--- src/rtl/cfir_pkg.sv ---
package cfir_pkg;

    // Width of a full-precision sum of taps products of two dw-bit signed words
    function automatic int acc_width(input int dw, input int taps);
        return 2 * dw + $clog2(taps);
    endfunction

endpackage

--- src/rtl/cfir_section.sv ---
module cfir_section #(
    parameter int DW = 16,
    parameter int AW = 35,
    parameter logic signed [DW-1:0] COEF = '0
) (
    input  logic                 clk,
    input  logic                 rst,
    input  logic signed [DW-1:0] sample,
    input  logic signed [AW-1:0] sum_in,
    output logic signed [AW-1:0] sum_out
);

    localparam int PW = 2 * DW;

    logic signed [PW-1:0] prod;
    logic signed [AW-1:0] prod_ext;

    always_comb begin
        prod     = sample * COEF;
        prod_ext = AW'(prod);
        sum_out  = sum_in + prod_ext;
    end

    // A zero sample must leave the partial sum untouched (gating of R3)
    assert_zero_sample_passthru_R3: assert property (
        @(posedge clk) disable iff (rst)
        (sample == '0) |-> (sum_out == sum_in)
    );

endmodule

--- src/rtl/cfir_sample_link.sv ---
module cfir_sample_link #(
    parameter int DW    = 16,
    parameter bit EXTRA = 1'b0
) (
    input  logic                 clk,
    input  logic                 rst,
    input  logic signed [DW-1:0] d,
    output logic signed [DW-1:0] q
);

    if (EXTRA) begin : g_boundary
        logic signed [DW-1:0] stage_a;
        logic signed [DW-1:0] stage_b;
        logic [1:0]           settle;

        always_ff @(posedge clk) begin
            if (rst) begin
                stage_a <= '0;
                stage_b <= '0;
                settle  <= '0;
            end else begin
                stage_a <= d;
                stage_b <= stage_a;
                if (settle != 2'd2) settle <= settle + 2'd1;
            end
        end
        assign q = stage_b;

        // Boundary links add one cycle of skew for the sum register
        assert_boundary_skew_R1: assert property (
            @(posedge clk) disable iff (rst)
            (settle == 2'd2) |-> (q == $past(d, 2))
        );
    end else begin : g_plain
        logic signed [DW-1:0] stage_a;

        always_ff @(posedge clk) begin
            if (rst) stage_a <= '0;
            else     stage_a <= d;
        end
        assign q = stage_a;
    end

endmodule

--- src/rtl/cfir_valid_pipe.sv ---
module cfir_valid_pipe #(
    parameter int DEPTH = 4
) (
    input  logic clk,
    input  logic rst,
    input  logic vin,
    output logic vout
);

    logic [DEPTH-1:0] shift_q;

    if (DEPTH == 1) begin : g_single
        always_ff @(posedge clk) begin
            if (rst) shift_q <= '0;
            else     shift_q <= vin;
        end
    end else begin : g_multi
        always_ff @(posedge clk) begin
            if (rst) shift_q <= '0;
            else     shift_q <= {shift_q[DEPTH-2:0], vin};
        end
    end

    assign vout = shift_q[DEPTH-1];

endmodule

--- src/rtl/flexcut_fir.sv ---
module flexcut_fir #(
    parameter int TAPS      = 8,
    parameter int CUT_EVERY = 2,
    parameter int DW        = 16,
    parameter logic [TAPS*DW-1:0] COEFS =
        128'h0040_FFC0_0200_7FFF_8000_0200_FFC0_0040
) (
    input  logic                                        clk,
    input  logic                                        rst,
    input  logic                                        in_valid,
    input  logic signed [DW-1:0]                        in_sample,
    output logic                                        out_valid,
    output logic signed [cfir_pkg::acc_width(DW,TAPS)-1:0] out_sum
);

    localparam int AW     = cfir_pkg::acc_width(DW, TAPS);
    localparam int GROUPS = TAPS / CUT_EVERY;
    localparam int FLUSH  = TAPS + GROUPS;
    localparam int CW     = $clog2(FLUSH + 1) + 1;

    initial begin
        if (TAPS % CUT_EVERY != 0)
            $error("CUT_EVERY must divide TAPS");
    end

    logic signed [DW-1:0] smp   [TAPS];
    logic signed [AW-1:0] s_in  [TAPS];
    logic signed [AW-1:0] s_out [TAPS];
    logic signed [AW-1:0] cut_q [GROUPS];

    // Invalid samples enter as zero
    assign smp[0] = in_valid ? in_sample : '0;

    for (genvar i = 0; i < TAPS; i++) begin : g_sec
        if (i > 0) begin : g_link
            cfir_sample_link #(
                .DW    (DW),
                .EXTRA ((i % CUT_EVERY) == 0)
            ) u_link (
                .clk (clk),
                .rst (rst),
                .d   (smp[i-1]),
                .q   (smp[i])
            );
        end

        if (i == 0) begin : g_seed
            assign s_in[i] = '0;
        end else if ((i % CUT_EVERY) == 0) begin : g_from_cut
            assign s_in[i] = cut_q[(i / CUT_EVERY) - 1];
        end else begin : g_chain
            assign s_in[i] = s_out[i-1];
        end

        cfir_section #(
            .DW   (DW),
            .AW   (AW),
            .COEF (COEFS[i*DW +: DW])
        ) u_sec (
            .clk     (clk),
            .rst     (rst),
            .sample  (smp[i]),
            .sum_in  (s_in[i]),
            .sum_out (s_out[i])
        );
    end

    for (genvar g = 0; g < GROUPS; g++) begin : g_cut
        logic signed [AW-1:0] held;
        always_ff @(posedge clk) begin
            if (rst) held <= '0;
            else     held <= s_out[(g + 1) * CUT_EVERY - 1];
        end
        assign cut_q[g] = held;
    end

    assign out_sum = cut_q[GROUPS-1];

    cfir_valid_pipe #(
        .DEPTH (GROUPS)
    ) u_vpipe (
        .clk  (clk),
        .rst  (rst),
        .vin  (in_valid),
        .vout (out_valid)
    );

    // Checker state: consecutive idle inputs and edges since last valid
    logic [CW-1:0] idle_run;
    logic [CW-1:0] since_valid;

    always_ff @(posedge clk) begin
        if (rst) begin
            idle_run    <= '0;
            since_valid <= CW'(GROUPS);
        end else begin
            if (in_valid)                   idle_run <= '0;
            else if (idle_run < CW'(FLUSH)) idle_run <= idle_run + 1'b1;
            if (in_valid)                       since_valid <= '0;
            else if (since_valid < CW'(GROUPS)) since_valid <= since_valid + 1'b1;
        end
    end

    assert_reset_clear_R4: assert property (
        @(posedge clk) disable iff (rst)
        $past(rst) |-> (out_sum == '0 && !out_valid)
    );

    assert_idle_flush_R3: assert property (
        @(posedge clk) disable iff (rst)
        (idle_run == CW'(FLUSH)) |-> (out_sum == '0)
    );

    assert_no_stray_valid_R2: assert property (
        @(posedge clk) disable iff (rst)
        (since_valid == CW'(GROUPS)) |-> !out_valid
    );

    assert_valid_arrives_R2: assert property (
        @(posedge clk) disable iff (rst)
        (since_valid == CW'(GROUPS - 1)) |-> out_valid
    );

endmodule

--- config.mk ---
export PLATFORM = sky130hd
export DESIGN_NAME = flexcut_fir
export DESIGN_NICKNAME = d
export VERILOG_FILES = /design/src/rtl/cfir_pkg.sv /design/src/rtl/cfir_section.sv /design/src/rtl/cfir_sample_link.sv /design/src/rtl/cfir_valid_pipe.sv /design/src/rtl/flexcut_fir.sv
export SDC_FILE = /design/constraint.sdc
export NUM_CORES = 1
export LEC_CHECK = 0
export ABC_CLOCK_PERIOD_IN_PS = 15100
export BUFFER_PORTS_ARGS = -buffer_cell sky130_fd_sc_hd__clkbuf_2
export CAP_MARGIN = 20
export CORE_MARGIN = 2
export CORE_UTILIZATION = 55
export DETAILED_ROUTE_END_ITERATION = 8
export PLACE_DENSITY = 0.71
export SYNTH_ARGS = -nofsm -noshare
export SYNTH_HDL_FRONTEND = slang
export SYNTH_SLANG_ARGS = --single-unit
--- constraint.sdc ---
create_clock -name clk -period 15.1 [get_ports clk]
set_input_delay 2.265 -clock clk [delete_from_list [all_inputs] [get_ports clk]]
set_output_delay 2.265 -clock clk [all_outputs]
set_load 0.01 [all_outputs]
Word level (Yosys, flattened, before mapping). Index checks and enable logic that the tools add are counted.

Reduce and logical (&&, ||, !) cells: 0. Magnitude comparators: 0. $add $sub $neg: 10. Multipliers: 1. Bitwise operators: 0. Shifts and indexed selects: 0. Muxes and demuxes: 1. Div/mod/pow operators: 0. Eq/ne operators: 0.

Operator list (number): $add 35x32->35 (3); $add 35x25->35 (2); $neg 16->26 (2); $add 35x22->35 (1); $add 22x32->33 (1); $mul 16x16->32 const B (1); $neg 16->17 (1); $mux 16 (1).

Bits in read-only memories: 0. Bits in registers: 304. Bits of input ports: 19. Memory bits (writable): 0. Memories kept: 0. Output and inout bits: 36. Latch bits: 0.

Longest topological paths before layout.
Word-level depth: 3. Mapped depth: 22. Depth with buffers taken out: 22.

By module. A second synthesis with hierarchy kept.

Cell total of the unflattened synthesis: 3128. Area total of the unflattened synthesis: 27974.3 µm².

Modules (own cells, without submodules): cfir_section (g_sec[4].u_sec) (area an instance 8135.3 µm², cells each 891, times used 1, seq. area each 0.0 µm²); flexcut_fir (area an instance 3863.7 µm², cells each 313, times used 1, seq. area each 2802.7 µm²); cfir_sample_link (g_sec[2].g_link.u_link ...) (area an instance 863.3 µm², cells each 67, times used 3, seq. area each 640.6 µm²); cfir_section (g_sec[1].u_sec) (area an instance 2154.6 µm², cells each 305, times used 1, seq. area each 0.0 µm²); cfir_section (g_sec[6].u_sec) (area an instance 1919.3 µm², cells each 271, times used 1, seq. area each 0.0 µm²); cfir_sample_link (g_sec[1].g_link.u_link ...) (area an instance 464.2 µm², cells each 33, times used 4, seq. area each 320.3 µm²); cfir_section (g_sec[7].u_sec) (area an instance 1692.9 µm², cells each 234, times used 1, seq. area each 0.0 µm²); cfir_section (g_sec[0].u_sec) (area an instance 1582.8 µm², cells each 225, times used 1, seq. area each 0.0 µm²); cfir_section (g_sec[5].u_sec) (area an instance 1413.9 µm², cells each 187, times used 1, seq. area each 0.0 µm²); cfir_section (g_sec[2].u_sec) (area an instance 1370.1 µm², cells each 188, times used 1, seq. area each 0.0 µm²); cfir_section (g_sec[3].u_sec) (area an instance 1290.0 µm², cells each 173, times used 1, seq. area each 0.0 µm²); cfir_valid_pipe (area an instance 105.1 µm², cells each 8, times used 1, seq. area each 80.1 µm²).

Worst setup path before layout. No wires, ideal clock.

Kind: register -> register. Start: register g_sec[4].g_link.u_link.g_boundary.stage_b[15]. End: register g_cut[2].held[30]. Arrival time: 7059 ps. Buffers on the path: 0. Library setup time: 123 ps. Stages on the path, launching flop included: 18. Slack: 7917 ps. Path through: dfxtp_1 inv_1 fa_1 fa_1 inv_1 fa_1 fa_1 inv_1 fa_1 inv_1 ha_1 a21oi_1 o21ai_1 or2_1 o2111ai_2 a21oi_1 a211o_1 mux2_1.

Cells in the longest elaborated chain, start to end: 3.

RTL lines: start, declared (line cfir_sample_link.sv:13) `logic signed [DW-1:0] stage_b;`; start signal, assigned (line cfir_sample_link.sv:23) `stage_b <= stage_a;`; $mul 16x16->32 (line cfir_section.sv:19) `prod = sample * COEF;`; $add 35x32->35 (line cfir_section.sv:21) `sum_out = sum_in + prod_ext;`; $add 35x25->35 (line cfir_section.sv:21); end signal, assigned (line flexcut_fir.sv:72) `else held <= s_out[(g + 1) * CUT_EVERY - 1];`; end, declared (line flexcut_fir.sv:69) `logic signed [AW-1:0] held;`.

No other way between the ends. A chain may end at the register's enable or synchronous reset.

Final worst setup path. Same ends and word-level chain as after synthesis.

==> impl_metrics.tcl <==
set metrics [dict create \
    setup_viol 0 \
    fin_tns_setup_ns 0 \
    antenna_found_initial 0 \
    cts-resized-gates 0 \
    synth-seq-cells 288 \
    grt_max_degree 109 \
    wirelength_mm 54.5 \
    synth_top_area_frac 0.250 \
    holdCritPathClass "reg -> reg" \
    crit_path_end_kind "flop" \
    crit_arrival_ns 6.85 \
    cts_max_level 2 \
    finalPower_mw 2.19 \
    place.gp.congestion 0.952 \
    final_common_cell "inv_1" \
    initial_core_util 0.554 \
    insertion_delay_ns 0.55 \
    fin_crit_ns 6.43 \
    rsz0062_at_grt "no" \
    place_ws_ns 8.67 \
    track_usage 0.260 \
    vias 16400 \
    cts_buffers 34 \
    dieArea_um2 43600 \
    cts_sinks 288 \
    final_cell_mix "inv_1, dfxtp_1, fa_1, ha_1, nor2_1" \
    start_kind "flop" \
    netlist_instances 2506 \
    tritoncts "done" \
    synth_area_leaders "dfxtp_1, fa_1, ha_1, inv_1, nor2b_1" \
    viasPerCell 5.30 \
    holdWs_ns 0.432 \
    power_leakage_nw 12.4 \
    worst_pin_slew_ns 1.10 \
    max_freq_mhz 156 \
    synth.avg_cell_area_um2 9.21 \
    synth_area_um2 23100 \
    grt_pass1_vias 17200 \
    utilization 0.598 \
    vdd_drop_max_v 0.000104 \
    timing.final.ws_setup_ns 8.67 \
    clock-root-buffer "clkbuf_16" \
    cts_hold_buf 0 \
    cp_data_required_time_ns 15.52 \
    cts_buffer_depth 3 \
    critPathKind "reg -> reg" \
    drv_cap 0 \
    antennaDiodeCount 0 \
    io_buffers 54 \
    critPathMaxFanout 45 \
    clock_skew_ns 0.0196 \
    drive_above_1_share 0.0661 \
    drt_iter0_drc 903 \
    dieHeight_um 209 \
    synth_nets 2997 \
    instances_no_fill 3095 \
    synth_seq_area_share 0.250 \
    status "complete, no violations" \
    dpl.hpwl_mm 44.5 \
    die_x_um 209 \
    dp.cells 3036 \
    synth_enable_flop_cells 0 \
    drc 0 \
    min_period_over_period 0.426 \
    postRouteAntennaNets 0 \
    final_area_um2 24900 \
    io_pins 55 \
    finalMaxSlewViolations 0 \
    cts_setup_buffers 0 \
    final_nets 3024 \
    ys_async_sr_fraction 0 \
    area_growth_syn_to_layout_pct 7.87 \
    core_um2 41700 \
    synth_top_area_cell "dfxtp_1" \
    yosysWarnings 0 \
    drt_pass1_iterations 6 \
    overflow 0 \
    fillers 3659 \
    synth.distinct_cells 85 \
    power.density_nw_per_um2 88.0 \
    slew_headroom 0.266 \
    hold_viol 0 \
    ys.flop_type "dfxtp_1" \
    clk_pin_slew_worst_paths_ns 0.06 \
    place_area_um2 23800 \
    grt_pass1_wl_mm 89.1 \
    num_rows 75 \
    wl_per_cell_um 17.6 \
]
## state kept, by name, summed over array words and instances, names as in the netlist
register and cells:
g_sec.g_link.u_link.q 112, out_sum 35, u_vpipe.shift_q 4, g_sec.g_link.u_link.g_boundary.stage_a 47
g_cut.held 90
## metal layers
metal | vias up | wire length [um] | GRT usage
met3 | 119 | 2080 | 0.0364
met1 | 7967 | 21900 | 0.300
met2 | 368 | 27900 | 0.480
li1 | 7963 | - | -
met4 | 0 | 2600 | 0.114
met5 | - | 0 | 0
## where the power goes
part           switching [mW]  total, mW  internal, mW
Combinational           0.335      0.546         0.210
Sequential             0.0202      0.831         0.811
Clock                   0.336      0.815         0.478
## cell usage after synthesis, types with 7 or more instances
master	count
fa_1	270
and3_1	8
or3_1	13
clkbuf_1	48
or2_2	18
inv_1	512
nand4_1	16
o21ai_0	51
o21a_1	13
and2_1	40
a211o_1	8
xnor2_1	68
buf_1	11
o211ai_1	14
a31oi_1	13
a21oi_1	120
nand2b_1	15
nor2b_1	144
ha_1	202
nor2_1	197
dfxtp_1	288
a211oi_1	19
nand2_1	77
mux2_1	12
a21o_1	51
o31ai_1	10
nor3_1	32
o21ai_1	16
nand3_1	29
o21bai_1	19
buf_2	7
xor2_1	67
## kinds of logic after synthesis
kind of cell / Yosys count / share of synthesized area
flip-flops: 288 / 0.250
AND/OR/NAND/NOR: 627 / 0.142
adder cells (fa/ha/maj): 473 / 0.344
multiplexers: 17 / 0.00813
AO/OA/AOI/OAI: 386 / 0.110
buffers and inverters: 580 / 0.0949
XOR/XNOR: 135 / 0.0512
## cell type report
cell class | instances | area [um2] | share of cell area
Clock buffer | 41 | 938 | 0.0377
Clock inverter | 18 | 156 | 0.00628
Inverter | 512 | 1920 | 0.0772
Multi-Input combinational cell | 1638 | 15100 | 0.607
Sequential cell | 288 | 5770 | 0.232
Tap cell | 539 | 674 | 0.0271
Timing Repair Buffer | 59 | 315 | 0.0127
## path summary, 6_finish.rpt
check	start	slack (ns)	end	cells past startpoint
setup / recovery	g_sec[4].g_link.u_link.q[15]	8.67	g_cut[2].held[30]	19
hold / removal	g_sec[4].g_link.u_link.g_boundary.stage_a[13]	0.43	g_sec[4].g_link.u_link.q[13]	1
setup reg to reg	g_sec[4].g_link.u_link.q[15]	8.67	g_cut[2].held[30]	19
hold reg to reg	g_sec[4].g_link.u_link.g_boundary.stage_a[13]	0.43	g_sec[4].g_link.u_link.q[13]	1
## worst max-delay path, stage by stage, from the launching register on
cell	delay, ns
dfxtp_2	0.30
buf_4	0.30
inv_2	0.59
buf_4	0.48
fa_1	0.51
fa_1	0.51
inv_1	0.05
fa_1	0.48
fa_1	0.50
inv_1	0.06
fa_1	0.53
inv_1	0.04
ha_1	0.36
a21oi_1	0.26
o21ai_1	0.16
or2_1	0.29
o2111ai_2	0.14
a21oi_1	0.15
a211o_1	0.28
mux2_1	0.30
(Power assumes the default switching activity.)
